$ cat src/rtl/asram_pkg.sv
package asram_pkg;

    typedef enum logic [2:0] {
        PH_IDLE,
        PH_RD_ACCESS,
        PH_RD_CAPTURE,
        PH_TURN,
        PH_WR_SETUP,
        PH_WR_PULSE,
        PH_WR_END
    } phase_e;

    typedef struct packed {
        phase_e ph;
        logic   cs_n;
        logic   we_n;
        logic   oe_n;
        logic   dq_oe;
        logic   done;
        logic   last_rd;
    } ctl_t;

    // whole cycles covering a nanosecond minimum, never below one
    function automatic int ns2cyc(int ns, int clk_ns);
        int c;
        c = (ns + clk_ns - 1) / clk_ns;
        return (c < 1) ? 1 : c;
    endfunction

    function automatic int imax(int a, int b);
        return (a > b) ? a : b;
    endfunction

endpackage

$ cat src/rtl/asram_phase_timer.sv
module asram_phase_timer #(
    parameter int CW = 4
) (
    input  logic          clk,
    input  logic          rst_n,
    input  logic          load_i,
    input  logic [CW-1:0] value_i,
    output logic          zero_o
);

    logic [CW-1:0] cnt_d, cnt_q;

    always_comb begin
        cnt_d = cnt_q;
        if (load_i) begin
            cnt_d = value_i;
        end else if (cnt_q != '0) begin
            cnt_d = cnt_q - 1'b1;
        end
    end

    always_ff @(posedge clk or negedge rst_n) begin
        if (!rst_n) begin
            cnt_q <= '0;
        end else begin
            cnt_q <= cnt_d;
        end
    end

    assign zero_o = (cnt_q == '0);

    AST_TMR_COUNTS_DOWN: assert property (@(posedge clk) disable iff (!rst_n)
        (!load_i && cnt_q != '0) |=> (cnt_q == $past(cnt_q) - 1'b1));

endmodule

$ cat src/rtl/asram_datapath.sv
module asram_datapath #(
    parameter int AW = 15,
    parameter int DW = 8
) (
    input  logic          clk,
    input  logic          rst_n,
    input  logic          cap_req_i,
    input  logic [AW-1:0] addr_i,
    input  logic [DW-1:0] wdata_i,
    input  logic          cap_rd_i,
    input  logic [DW-1:0] mem_dq_i,
    output logic [AW-1:0] mem_addr_o,
    output logic [DW-1:0] mem_dq_o,
    output logic [DW-1:0] rdata_o
);

    logic [AW-1:0] addr_d, addr_q;
    logic [DW-1:0] wd_d, wd_q;
    logic [DW-1:0] rd_d, rd_q;

    always_comb begin
        addr_d = addr_q;
        wd_d   = wd_q;
        rd_d   = rd_q;
        if (cap_req_i) begin
            addr_d = addr_i;
            wd_d   = wdata_i;
        end
        if (cap_rd_i) begin
            rd_d = mem_dq_i;
        end
    end

    always_ff @(posedge clk or negedge rst_n) begin
        if (!rst_n) begin
            addr_q <= '0;
            wd_q   <= '0;
            rd_q   <= '0;
        end else begin
            addr_q <= addr_d;
            wd_q   <= wd_d;
            rd_q   <= rd_d;
        end
    end

    assign mem_addr_o = addr_q;
    assign mem_dq_o   = wd_q;
    assign rdata_o    = rd_q;

    AST_RDATA_HOLDS: assert property (@(posedge clk) disable iff (!rst_n)
        !cap_rd_i |=> $stable(rdata_o));

endmodule

$ cat src/rtl/asram_ctrl.sv
module asram_ctrl
    import asram_pkg::*;
#(
    parameter int AW     = 15,
    parameter int DW     = 8,
    parameter int CLK_NS = 8,
    parameter int T_RC   = 70,
    parameter int T_AA   = 70,
    parameter int T_ACS  = 70,
    parameter int T_OE   = 35,
    parameter int T_HZ   = 25,
    parameter int T_WC   = 70,
    parameter int T_WP   = 55,
    parameter int T_AS   = 0,
    parameter int T_AW   = 65,
    parameter int T_CW   = 65,
    parameter int T_DW   = 30
) (
    input  logic          clk,
    input  logic          rst_n,
    input  logic          req_i,
    input  logic          we_i,
    input  logic [AW-1:0] addr_i,
    input  logic [DW-1:0] wdata_i,
    output logic [DW-1:0] rdata_o,
    output logic          done_o,
    output logic [AW-1:0] mem_addr_o,
    output logic          mem_cs_n_o,
    output logic          mem_we_n_o,
    output logic          mem_oe_n_o,
    output logic [DW-1:0] mem_dq_o,
    output logic          mem_dq_oe_o,
    input  logic [DW-1:0] mem_dq_i
);

    localparam int RD_N  = imax(ns2cyc(imax(imax(T_AA, T_ACS), T_OE), CLK_NS),
                                ns2cyc(T_RC, CLK_NS) - 1);
    localparam int AS_N  = ns2cyc(T_AS, CLK_NS);
    localparam int WP_N  = imax(imax(ns2cyc(T_WP, CLK_NS), ns2cyc(T_DW, CLK_NS)),
                                imax(ns2cyc(T_AW, CLK_NS) - AS_N,
                                     ns2cyc(T_CW, CLK_NS) - AS_N));
    localparam int WE_N  = imax(1, ns2cyc(T_WC, CLK_NS) - AS_N - WP_N);
    localparam int TA_N  = ns2cyc(T_HZ, CLK_NS);
    localparam int MAX_N = imax(imax(RD_N, WP_N), imax(imax(AS_N, WE_N), TA_N));
    localparam int CW    = $clog2(MAX_N + 1);
    localparam int MW    = 16;

    ctl_t          ctl_d, ctl_q;
    logic          tmr_load;
    logic [CW-1:0] tmr_val;
    logic          tmr_zero;
    logic          cap_req;
    logic          cap_rd;

    asram_phase_timer #(.CW(CW)) u_timer (
        .clk     (clk),
        .rst_n   (rst_n),
        .load_i  (tmr_load),
        .value_i (tmr_val),
        .zero_o  (tmr_zero)
    );

    asram_datapath #(.AW(AW), .DW(DW)) u_dp (
        .clk        (clk),
        .rst_n      (rst_n),
        .cap_req_i  (cap_req),
        .addr_i     (addr_i),
        .wdata_i    (wdata_i),
        .cap_rd_i   (cap_rd),
        .mem_dq_i   (mem_dq_i),
        .mem_addr_o (mem_addr_o),
        .mem_dq_o   (mem_dq_o),
        .rdata_o    (rdata_o)
    );

    // next-state and strobe computation
    always_comb begin
        ctl_d      = ctl_q;
        ctl_d.done = 1'b0;
        tmr_load   = 1'b0;
        tmr_val    = '0;
        cap_req    = 1'b0;
        cap_rd     = 1'b0;

        unique case (ctl_q.ph)
            PH_IDLE: begin
                if (req_i) begin
                    cap_req  = 1'b1;
                    tmr_load = 1'b1;
                    if (!we_i) begin
                        ctl_d.ph = PH_RD_ACCESS;
                        tmr_val  = CW'(RD_N - 1);
                    end else if (ctl_q.last_rd) begin
                        ctl_d.ph = PH_TURN;
                        tmr_val  = CW'(TA_N - 1);
                    end else begin
                        ctl_d.ph = PH_WR_SETUP;
                        tmr_val  = CW'(AS_N - 1);
                    end
                end
            end
            PH_RD_ACCESS: begin
                if (tmr_zero) begin
                    ctl_d.ph = PH_RD_CAPTURE;
                end
            end
            PH_RD_CAPTURE: begin
                cap_rd        = 1'b1;
                ctl_d.ph      = PH_IDLE;
                ctl_d.done    = 1'b1;
                ctl_d.last_rd = 1'b1;
            end
            PH_TURN: begin
                if (tmr_zero) begin
                    ctl_d.ph      = PH_WR_SETUP;
                    ctl_d.last_rd = 1'b0;
                    tmr_load      = 1'b1;
                    tmr_val       = CW'(AS_N - 1);
                end
            end
            PH_WR_SETUP: begin
                if (tmr_zero) begin
                    ctl_d.ph = PH_WR_PULSE;
                    tmr_load = 1'b1;
                    tmr_val  = CW'(WP_N - 1);
                end
            end
            PH_WR_PULSE: begin
                if (tmr_zero) begin
                    ctl_d.ph = PH_WR_END;
                    tmr_load = 1'b1;
                    tmr_val  = CW'(WE_N - 1);
                end
            end
            PH_WR_END: begin
                if (tmr_zero) begin
                    ctl_d.ph      = PH_IDLE;
                    ctl_d.done    = 1'b1;
                    ctl_d.last_rd = 1'b0;
                end
            end
            default: begin
                ctl_d.ph = PH_IDLE;
            end
        endcase

        // strobes are registered copies of the phase being entered
        ctl_d.cs_n  = !(ctl_d.ph inside {PH_RD_ACCESS, PH_RD_CAPTURE,
                                         PH_WR_SETUP, PH_WR_PULSE, PH_WR_END});
        ctl_d.oe_n  = !(ctl_d.ph inside {PH_RD_ACCESS, PH_RD_CAPTURE});
        ctl_d.we_n  = (ctl_d.ph != PH_WR_PULSE);
        ctl_d.dq_oe = (ctl_d.ph inside {PH_WR_SETUP, PH_WR_PULSE, PH_WR_END});
    end

    always_ff @(posedge clk or negedge rst_n) begin
        if (!rst_n) begin
            ctl_q <= '{ph: PH_IDLE, cs_n: 1'b1, we_n: 1'b1, oe_n: 1'b1,
                       dq_oe: 1'b0, done: 1'b0, last_rd: 1'b0};
        end else begin
            ctl_q <= ctl_d;
        end
    end

    assign mem_cs_n_o  = ctl_q.cs_n;
    assign mem_we_n_o  = ctl_q.we_n;
    assign mem_oe_n_o  = ctl_q.oe_n;
    assign mem_dq_oe_o = ctl_q.dq_oe;
    assign done_o      = ctl_q.done;

    // window counters for the timing checks below
    logic [MW-1:0] we_run_q, hz_q;

    always_ff @(posedge clk or negedge rst_n) begin
        if (!rst_n) begin
            we_run_q <= '0;
            hz_q     <= '1;
        end else begin
            we_run_q <= mem_we_n_o ? '0 : ((we_run_q == '1) ? we_run_q : we_run_q + 1'b1);
            hz_q     <= !mem_oe_n_o ? '0 : ((hz_q == '1) ? hz_q : hz_q + 1'b1);
        end
    end

    AST_WE_NEEDS_CS: assert property (@(posedge clk) disable iff (!rst_n)
        !mem_we_n_o |-> !mem_cs_n_o);
    AST_WE_RISE_SELECTED: assert property (@(posedge clk) disable iff (!rst_n)
        $rose(mem_we_n_o) |-> !mem_cs_n_o);
    AST_WE_PULSE_LEN: assert property (@(posedge clk) disable iff (!rst_n)
        $rose(mem_we_n_o) |-> (we_run_q >= MW'(WP_N)));
    AST_WDATA_STABLE: assert property (@(posedge clk) disable iff (!rst_n)
        (!mem_we_n_o && $past(!mem_we_n_o)) |-> $stable(mem_dq_o));
    AST_OE_HIGH_IN_WRITE: assert property (@(posedge clk) disable iff (!rst_n)
        !mem_we_n_o |-> mem_oe_n_o);
    AST_NO_CONTENTION: assert property (@(posedge clk) disable iff (!rst_n)
        mem_dq_oe_o |-> mem_oe_n_o);
    AST_TURNAROUND_GAP: assert property (@(posedge clk) disable iff (!rst_n)
        $rose(mem_dq_oe_o) |-> (hz_q >= MW'(TA_N)));
    AST_ADDR_STABLE: assert property (@(posedge clk) disable iff (!rst_n)
        (!mem_cs_n_o && $past(!mem_cs_n_o)) |-> $stable(mem_addr_o));
    AST_DONE_PULSE: assert property (@(posedge clk) disable iff (!rst_n)
        done_o |=> !done_o);
    AST_DONE_DESELECTED: assert property (@(posedge clk) disable iff (!rst_n)
        done_o |-> (mem_cs_n_o && !mem_dq_oe_o));

endmodule

$ cat config.mk
export PLATFORM = sky130hd
export DESIGN_NAME = asram_ctrl
export DESIGN_NICKNAME = d
export VERILOG_FILES = /design/src/rtl/asram_pkg.sv /design/src/rtl/asram_phase_timer.sv /design/src/rtl/asram_datapath.sv /design/src/rtl/asram_ctrl.sv
export SDC_FILE = /design/constraint.sdc
export NUM_CORES = 1
export LEC_CHECK = 0
export BUFFER_PORTS_ARGS = -buffer_cell sky130_fd_sc_hd__buf_2
export CAP_MARGIN = 20
export CORE_MARGIN = 5
export CORE_UTILIZATION = 43
export DETAILED_ROUTE_END_ITERATION = 10
export PLACE_DENSITY = 0.77
export SYNTH_ARGS = -nofsm -noshare
export SYNTH_HDL_FRONTEND = slang
export SYNTH_SLANG_ARGS = --single-unit
$ cat constraint.sdc
create_clock -name clk -period 1.81 [get_ports clk]
set_clock_uncertainty 0.05 [all_clocks]
set_input_delay 0.4525 -clock clk [delete_from_list [all_inputs] [get_ports clk]]
set_output_delay 0.4525 -clock clk [all_outputs]
set_load 0.01 [all_outputs]
==> impl_metrics.env, run 1 <==
export IMPL_status="finished, violations left"
export IMPL_violations="negative setup slack"
export IMPL_start_util_pct=45.3
export IMPL_grt_antenna_before_repair=0
export IMPL_max_freq_mhz=531
export IMPL_ys_types=36
export IMPL_vias_per_cell=5.02
export IMPL_rsz0062_at_grt="true"
export IMPL_grt_pass1_wl_um=6820
export IMPL_synth_nets=168
export IMPL_synth_cells=132
export IMPL_final_area_um2=2530
export IMPL_die_w_um=75.6
export IMPL_clk_path_buf_depth=2
export IMPL_ys_seq_elements=44
export IMPL_cts_root_buf="clkbuf_8"
export IMPL_ios=71
export IMPL_syn2layout_area_growth_pct=36.8
export IMPL_ys_seq_area_share_pct=59.7
export IMPL_grt_max_degree=27
export IMPL_synth_async_reset_ratio_pct=100
export IMPL_cp_max_fo=5
export IMPL_cts_buffers=5
export IMPL_yosysTopAreaCell="dfrtp_1"
export IMPL_netlist_area_um2=1850
export IMPL_worstPathArrival_ns=2.05
export IMPL_worstSetupEndpoint="mem_cs_n_o"
export IMPL_grt_pass1_vias=1582
export IMPL_startpoint="u_timer.cnt_q[0]"
export IMPL_synth_warnings=0
export IMPL_cp_required_ns=1.98
export IMPL_final_cells=274
export IMPL_gp_congestion=0.875
export IMPL_syn_area_per_cell_um2=14.0
export IMPL_final_min_clock_period_ns=1.88
export IMPL_layout_nets=259
export IMPL_total_power_w=0.00396
export IMPL_wire_per_inst_um=14.8
export IMPL_antenna_left=0
export IMPL_yosys_area_share_simple_pct=8.79
export IMPL_num_vias=1375
export IMPL_clock_latency_ns=0.29
export IMPL_synth_adder_area_share_pct=0.676
export IMPL_drive_gt1_share_pct=62.5
export IMPL_min_path_type="in -> async"
export IMPL_drt_wl_total_um=4040
export IMPL_ff2ff_path_depth=6
export IMPL_synth_compound_area_share_pct=6.83
export IMPL_hold_viol=0
export IMPL_vdd_drop_max_v=0.000919
export IMPL_placed_area_um2=2380
export IMPL_first_pass_iters=4
export IMPL_setup_viol=4
export IMPL_power_leakage_nw=1.29
export IMPL_htree_levels=2
export IMPL_path_clk_slew_ns=0.08
export IMPL_final_max_slew_violation_count=0
export IMPL_finalCritPeriodShare_pct=104
export IMPL_muxShareOfSynthArea_pct=20.0
export IMPL_pre_cts_ws_ns=-0.0751
export IMPL_globalRouteTotalUtil_pct=15.4
export IMPL_netlist_top_cells_area="dfrtp_1, mux2_2, dfstp_2, xnor2_1, buf_2"
export IMPL_synthDominantCellAreaShare_pct=55.4
export IMPL_cts_sinks=44
export IMPL_synth_edf_count=0
export IMPL_core_area_um2=4090
export IMPL_drc=0
export IMPL_layout_commonest_cell="buf_2"
export IMPL_path_class="reg -> reg"
export IMPL_r2r_slack_ns=-0.07
export IMPL_slew_headroom_pct=70.0
export IMPL_fin_ws_ns=-0.0748
export IMPL_worstReg2RegEnd="mem_cs_n_o"
export IMPL_synth_top_family_by_area="multiplexers"
export IMPL_cts_tree="built"
export IMPL_insertedDiodeCount=0
export IMPL_synthXorXnorAreaFrac_pct=1.42
export IMPL_grt_overflow=0
export IMPL_synthFlopType="dfrtp_1"
export IMPL_detailed_place_hpwl_um=2950
export IMPL_crit_reg2reg_launch="u_timer.cnt_q[0]"
export IMPL_die_area_um2=5720
export IMPL_dieHeight_um=75.6
export IMPL_setup_tns_final_ns=-0.146
export IMPL_place_inst=264
export IMPL_startpoint_type="flip-flop"
export IMPL_tightest_slew_ns=0.450
export IMPL_port_buffer_count=70
export IMPL_layout_common_cells="buf_2, dfrtp_1, mux2_2, buf_4"
export IMPL_initialDrtViolationCount=70
export IMPL_num_rows=23
export IMPL_endpoint_kind="flip-flop"
export IMPL_postCtsHoldBufs=0
export IMPL_maxCapViolCount=0
export IMPL_power_density_nw_per_um2=1570
[synthesized netlist by cell type, types with 2 or more instances]
library cell and count:
dfrtp_1 41, mux2_2 31, inv_1 6, buf_2 5, nor2_1 5, dfstp_2 3
nand2b_1 3, nor2b_1 3, xnor2_1 3, a21oi_1 2, and2_1 2, nand3_1 2
o2111ai_1 2, o22a_1 2
[cell families after synthesis]
group | Yosys count
DFF | 44
muxes | 33
and+or+nand+nor | 24
AOI/OAI and AO/OA | 16
buffers and inverters | 11
xor gates and xnor gates | 3
adders and majority gates | 1
[layer usage]
metal | routed length (um) | global-route usage [%] | up-vias
met5 | 0 | 0 | -
met4 | 36 | 3.88 | 0
met3 | 313 | 5.80 | 4
met2 | 1930 | 24.9 | 52
met1 | 1770 | 19.7 | 668
li1 | - | - | 651
[sequential cells by signal, summed over array words and instances (netlist names)]
name,cells
done_o,1
u_timer.cnt_q,4
mem_oe_n_o,1
mem_cs_n_o,1
mem_we_n_o,1
u_dp.mem_addr_o,15
mem_dq_oe_o,1
u_dp.rdata_o,8
ctl_q,4
u_dp.mem_dq_o,8
[power breakdown]
part / internal [W] / switching, W / total (W)
registers: 0.00137 / 0.000239 / 0.00160
clock network: 0.000310 / 0.000321 / 0.000631
logic: 0.000945 / 0.000785 / 0.00173
[worst min-delay path by stage]
stage	end	cells past startpoint	slack, ns
detailed placement	mem_dq_oe_o	1	0.38
global placement	done_o	1	0.38
floorplan	ctl_q[0]	0	0.11
CTS	ctl_q[8]	1	0.06
global route	u_dp.rdata_o[5]	1	0.08
finish	ctl_q[8]	1	0.05
[critical path, stage by stage, from the launching register on]
cell and delay, ns:
dfrtp_1 0.39, inv_1 0.07, ha_2 0.17, nor3b_4 0.29
mux2i_1 0.14, a221oi_2 0.36, mux2_1 0.36
[stage by stage]
| step | utilization [%] | hold slack [ns] |
|---|---|---|
| finish | 62.0 | 0.0514 |
| global route | 62.0 | 0.0792 |
| CTS | 61.1 | 0.0575 |
| detailed placement | 58.3 | 0.376 |
| global placement | 58.3 | 0.375 |
| floorplan | - | 0.107 |
[area by class of cell]
cell class,instances,area [um2]
fill,330,1550
timing repair buffer,89,513
clock buffer,7,86.3
tap,50,62.6
multi-input combinational,77,736
clock inverter,1,7.51
inverter,6,22.5
sequential,44,1100
[what timing repair did]
item / in CTS / in global routing
endpoints found under the setup margin: 6 / 11
hold endpoints to repair: 0 / 0
pin swaps: 2 / 7
setup buffers: 0 / 2
gates resized for setup: 4 / 5
Note: power is estimated with default switching activity, not from simulation.
==> inputs of run 2 (changes only) <==
--- a/config.mk
+++ b/config.mk
@@ -5,12 +5,14 @@
 export SDC_FILE = /design/constraint.sdc
 export NUM_CORES = 1
 export LEC_CHECK = 0
+export ABC_CLOCK_PERIOD_IN_PS = 1810
 export BUFFER_PORTS_ARGS = -buffer_cell sky130_fd_sc_hd__buf_2
 export CAP_MARGIN = 20
 export CORE_MARGIN = 5
-export CORE_UTILIZATION = 43
+export CORE_UTILIZATION = 44
 export DETAILED_ROUTE_END_ITERATION = 10
-export PLACE_DENSITY = 0.77
+export PLACE_DENSITY = 0.79
 export SYNTH_ARGS = -nofsm -noshare
 export SYNTH_HDL_FRONTEND = slang
+export SYNTH_HIERARCHICAL = 1
 export SYNTH_SLANG_ARGS = --single-unit
==> run 2 against run 1 <==
  * The run still ends with negative setup slack left
  * Clock power is 19% higher
  * Sequential cell count is the same
  * Largest cell class unchanged
  * Core utilization increased by 3.8 points
==> impl_metrics.env, run 2 <==
export IMPL_ff2ff_path_depth=9
export IMPL_grt_pass1_wl_um=6620
export IMPL_drc=0
export IMPL_ys_seq_elements=44
export IMPL_final_cells=282
export IMPL_cp_required_ns=1.94
export IMPL_max_freq_mhz=528
export IMPL_ys_types=40
export IMPL_crit_reg2reg_launch="u_timer/cnt_q[1]"
export IMPL_fin_ws_ns=-0.0845
export IMPL_clock_latency_ns=0.29
export IMPL_start_util_pct=46.4
export IMPL_clk_path_buf_depth=2
export IMPL_cp_max_fo=5
export IMPL_worstPathArrival_ns=2.02
export IMPL_finalCritPeriodShare_pct=105
export IMPL_grt_antenna_before_repair=0
export IMPL_r2r_slack_ns=-0.08
export IMPL_path_class="reg -> reg"
export IMPL_setup_viol=5
export IMPL_endpoint_kind="flip-flop"
export IMPL_layout_nets=267
export IMPL_power_density_nw_per_um2=1860
export IMPL_layout_common_cells="buf_2, dfrtp_1, mux2_2, buf_4, nand2_1"
export IMPL_cts_sinks=44
export IMPL_pre_cts_ws_ns=-0.105
export IMPL_cts_root_buf="clkbuf_8"
export IMPL_min_path_type="in -> async"
export IMPL_nFillCells=299
export IMPL_vdd_drop_max_v=0.00108
export IMPL_drive_gt1_share_pct=67.2
export IMPL_tightest_slew_ns=0.444
export IMPL_gp_congestion=0.908
export IMPL_detailed_place_hpwl_um=2970
export IMPL_hold_viol=0
export IMPL_first_pass_iters=4
export IMPL_globalRouteTotalUtil_pct=15.0
export IMPL_num_vias=1451
export IMPL_multi_input_area_um2=820
export IMPL_ff_latch_area_um2=1100
export IMPL_synth_warnings=6
export IMPL_grt_overflow=0
export IMPL_ios=71
export IMPL_path_clk_slew_ns=0.08
export IMPL_syn2layout_area_growth_pct=41.6
export IMPL_startpoint_type="flip-flop"
export IMPL_postCtsHoldBufs=0
export IMPL_syn_area_per_cell_um2=14.0
export IMPL_netlist_top_cells_area="dfrtp_1, mux2_2, dfstp_2, buf_6, mux2i_1"
export IMPL_num_rows=23
export IMPL_maxCapViolCount=0
export IMPL_synth_async_reset_ratio_pct=100
export IMPL_wire_per_inst_um=14.9
export IMPL_layout_commonest_cell="buf_2"
export IMPL_cts_tree="built"
export IMPL_grt_max_degree=27
export IMPL_fin_util_pct=65.8
export IMPL_synth_cells=136
export IMPL_synth_nets=172
export IMPL_rsz0062_at_grt="true"
export IMPL_die_w_um=75.7
export IMPL_grt_pass1_vias=1475
export IMPL_drt_wl_total_um=4200
export IMPL_worstSetupEndpoint="u_timer/cnt_q[3]"
export IMPL_yosysTopAreaCell="dfrtp_1"
export IMPL_violations="negative setup slack"
export IMPL_yosysMostFrequentCell="dfrtp_1"
export IMPL_antenna_left=0
export IMPL_synth_edf_count=0
export IMPL_cts_buffers=5
export IMPL_final_min_clock_period_ns=1.89
export IMPL_vias_per_cell=5.15
export IMPL_place_inst=267
export IMPL_startpoint="u_timer/cnt_q[1]"
export IMPL_final_max_slew_violation_count=0
export IMPL_largest_reg_flops=15
export IMPL_netlist_area_um2=1900
export IMPL_worstReg2RegEnd="u_timer/cnt_q[3]"
export IMPL_die_area_um2=5730
export IMPL_slew_headroom_pct=70.4
export IMPL_ys_seq_area_share_pct=58.2
export IMPL_synthDominantCellAreaShare_pct=54.1
export IMPL_core_area_um2=4090
export IMPL_status="finished, violations left"
export IMPL_htree_levels=2
export IMPL_placed_area_um2=2440
export IMPL_insertedDiodeCount=0
export IMPL_final_area_um2=2690
export IMPL_port_buffer_count=70
export IMPL_ys_top_cells_by_count="dfrtp_1, mux2_2, nand2_1"
export IMPL_dieHeight_um=75.7
export IMPL_initialDrtViolationCount=81
export IMPL_power_leakage_nw=1.29
export IMPL_synthFlopType="dfrtp_1"
-- run 2: cell types whose count changed after synthesis, sizes merged, moves of 2 or more --
cell,delta
nand3,+3
o22a,-2
mux2i,+2
nand2,+6
nor2,-4
or2b,+2
xnor2,-2
and2,-2
inv,-2
nand2b,-3
-- run 2: metrics by stage --
step | setup TNS (ns) | power, W | hold slack [ns]
final | -0.214 | 0.00500 | 0.0409
after CTS | -0.0803 | 0.00487 | 0.0429
after detailed placement | -0.282 | 0.00393 | 0.375
after floorplan | -0.552 | 0.00307 | 0.107
after global placement | -0.0245 | 0.00386 | 0.367
after global routing | -0.892 | 0.00538 | 0.0581
-- run 2: layout make-up --
class / count / share of cell area, %
multi-input cells: 81 / 30.5
well taps: 50 / 2.33
clock buffers: 5 / 2.56
inverters: 4 / 0.559
clock inverters: 3 / 1.72
flip-flops and latches: 44 / 41.1
repair buffers: 95 / 21.2
-- run 2: report_power, final --
part / internal [W] / total (W) / switching [W] / leakage, nW
logic: 0.00138 / 0.00251 / 0.00113 / 0.709
registers: 0.00147 / 0.00175 / 0.000271 / 0.526
clock network: 0.000415 / 0.000748 / 0.000332 / 0.0548
total: 0.00327 / 0.00500 / 0.00173 / 1.29
-- run 2: worst min path at each step --
stage / slack (ns) / from / to
finish: 0.04 / rst_n / u_dp/mem_dq_o[2]
global route: 0.06 / rst_n / u_dp/mem_addr_o[0]
CTS: 0.04 / rst_n / u_dp/mem_dq_o[2]
detailed placement: 0.38 / rst_n / u_dp/mem_dq_o[2]
global placement: 0.37 / rst_n / u_dp/mem_dq_o[2]
floorplan: 0.11 / rst_n / ctl_q[0]
-- run 2: cell families after synthesis --
family                     after synthesis  synth area share (%)
DFF                                     44                  58.2
muxes                                   35                  20.6
and+or+nand+nor                         28                  9.89
AOI/OAI and AO/OA                       15                  5.87
buffers and inverters                   11                  3.89
xor gates and xnor gates                 2                 0.923
adders and majority gates                1                 0.659
-- run 2: metal layers --
metal,track usage (%),part of all wire (%)
met2,25.1,44
met3,3.03,12
met5,0,0
met1,19.4,42
met4,5.44,2.0
-- run 2: what timing repair did --
action                     in CTS  in global routing
setup endpoints to repair       4                  8
pin swaps                       6                  4
resized for setup               7                  9
buffers inserted                5                  3
-- run 2: worst max-delay path, cell delays in order (launching register included) --
cell	delay (ns)
dfrtp_1	0.39
inv_2	0.08
ha_4	0.13
nor3b_4	0.23
buf_6	0.17
nand2_4	0.07
o22ai_2	0.16
buf_6	0.14
nor3_2	0.04
a221o_1	0.31
==> inputs of run 3 (changes only) <==
--- a/config.mk
+++ b/config.mk
@@ -12,6 +12,7 @@
 export CORE_UTILIZATION = 44
 export DETAILED_ROUTE_END_ITERATION = 10
 export PLACE_DENSITY = 0.79
+export SKIP_CTS_REPAIR_TIMING = 1
 export SYNTH_ARGS = -nofsm -noshare
 export SYNTH_HDL_FRONTEND = slang
 export SYNTH_HIERARCHICAL = 1
==> run 3 against run 2 <==
  * The flow still finishes with violations (negative setup slack)
  * Die area unchanged
  * First-iteration DRC count decreased by 32%
  * Non-clock buffer count decreased by 2
  * Power decreased by 0.82%
  * Critical endpoint unchanged
  * Largest power group unchanged
  * Global-route usage decreased by 0.67 points
==> impl_metrics.env, run 3 (synthesis gave the netlist of run 2 again) <==
export IMPL_status="finished, violations left"
export IMPL_violations="negative setup slack"
export IMPL_die_w_um=75.7
export IMPL_num_vias=1404
export IMPL_worstPathArrival_ns=2.00
export IMPL_cts_root_buf="clkbuf_8"
export IMPL_dieHeight_um=75.7
export IMPL_gp_congestion=0.908
export IMPL_ios=71
export IMPL_max_stage_delay_ns=0.39
export IMPL_min_path_type="in -> async"
export IMPL_place_inst=267
export IMPL_syn2layout_area_growth_pct=41.0
export IMPL_rsz0062_at_grt="true"
export IMPL_port_buffer_count=70
export IMPL_timing_critical_path_mode_cell="buf_6"
export IMPL_insertedDiodeCount=0
export IMPL_finalCritPeriodShare_pct=103
export IMPL_path_clk_slew_ns=0.08
export IMPL_placed_area_um2=2440
export IMPL_die_area_um2=5730
export IMPL_htree_levels=2
export IMPL_cts_tree="built"
export IMPL_vias_per_cell=5.01
export IMPL_final_max_slew_violation_count=0
export IMPL_drt_wl_total_um=4070
export IMPL_grt_overflow=0
export IMPL_final_cells=280
export IMPL_path_cells="inv_2 -> ha_4 -> nor3b_4 -> buf_6 -> nand2_4 -> o22ai_2 -> buf_6 -> nor3_2 -> a221o_1"
export IMPL_crit_path_top_delay_cell="dfrtp_1"
export IMPL_setup_viol=3
export IMPL_clock_latency_ns=0.29
export IMPL_maxCapViolCount=0
export IMPL_first_pass_iters=4
export IMPL_path_class="reg -> reg"
export IMPL_clk_path_buf_depth=2
export IMPL_hold_viol=0
export IMPL_cp_top_family="compound AO/OA/AOI/OAI gates"
export IMPL_core_area_um2=4090
export IMPL_antenna_left=0
export IMPL_cp_max_fo=7
export IMPL_whs_ns=0.0395
export IMPL_initialDrtViolationCount=55
export IMPL_drc=0
export IMPL_max_freq_mhz=534
export IMPL_vdd_drop_max_v=0.00107
export IMPL_power_leakage_nw=1.28
export IMPL_total_power_w=0.00496
export IMPL_cts_sinks=44
export IMPL_drive_gt1_share_pct=68.3
export IMPL_grt_pass1_vias=1438
export IMPL_crit_buf_inv=3
export IMPL_wire_per_inst_um=14.5
export IMPL_layout_commonest_cell="buf_2"
export IMPL_detailed_place_hpwl_um=2970
export IMPL_start_util_pct=46.4
export IMPL_num_rows=23
export IMPL_cts_buffers=5
export IMPL_startpoint_type="flip-flop"
export IMPL_grt_pass1_wl_um=6330
export IMPL_grt_max_degree=27
export IMPL_power_density_nw_per_um2=1850
export IMPL_cp_required_ns=1.94
export IMPL_fin_ws_ns=-0.0620
export IMPL_final_min_clock_period_ns=1.87
export IMPL_nFillCells=307
export IMPL_layout_common_cells="buf_2, dfrtp_1, mux2_2, buf_4, clkbuf_8"
export IMPL_layout_nets=265
export IMPL_final_area_um2=2680
export IMPL_slew_headroom_pct=70.4
export IMPL_largest_reg_flops=15
export IMPL_grt_antenna_before_repair=0
export IMPL_endpoint_kind="flip-flop"
export IMPL_globalRouteTotalUtil_pct=14.4
export IMPL_tightest_slew_ns=0.444
==> run 3: metal layers <==
| metal | part of all wire, % | wire [um] | track usage, % |
|---|---|---|---|
| met2 | 46 | 1860 | 24.2 |
| met5 | 0 | 0 | 0 |
| met1 | 42 | 1720 | 18.1 |
| met3 | 11 | 449 | 3.17 |
| met4 | 1.0 | 42 | 5.44 |
==> run 3: cell type report <==
type	count	area, um2	share of cell area [%]
Inverter	4	15.0	0.561
Tap cell	50	62.6	2.34
Multi-Input combinational cell	81	820	30.6
Clock inverter	3	46.3	1.73
Timing Repair Buffer	93	559	20.9
Sequential cell	44	1100	41.3
Clock buffer	5	68.8	2.57
==> run 3: worst reg2reg max path: stages (launching register included) <==
cell and delay (ns):
dfrtp_1 0.39, inv_2 0.08, ha_4 0.14, nor3b_4 0.22
buf_6 0.18, nand2_4 0.06, o22ai_2 0.17, buf_6 0.14
nor3_2 0.04, a221o_1 0.29
==> run 3: worst paths after layout <==
path	depth (start not counted)	start	slack, ns	endpoint
max in group asynchronous	2	rst_n	1.18	u_dp/mem_addr_o[6]
min	1	rst_n	0.04	u_dp/mem_dq_o[2]
min in group clk	2	wdata_i[2]	0.33	u_dp/mem_dq_o[2]
max reg2reg	9	u_timer/cnt_q[0]	-0.06	u_timer/cnt_q[3]
max	9	u_timer/cnt_q[0]	-0.06	u_timer/cnt_q[3]
min reg2reg	1	u_dp/mem_dq_o[2]	0.45	u_dp/mem_dq_o[2]
==> run 3: per-stage QoR <==
stage	setup slack [ns]	util (%)	TNS, ns
floorplan	-0.256	-	-0.552
global placement	-0.0129	59.6	-0.0245
detailed placement	-0.105	59.6	-0.282
CTS	-0.123	62.5	-0.376
global route	-0.159	65.5	-0.646
finish	-0.0620	65.5	-0.129
==> run 3: power breakdown <==
part	switching, W	internal [W]
combinational	0.00111	0.00136
clock	0.000333	0.000415
sequential	0.000269	0.00147
total	0.00171	0.00325
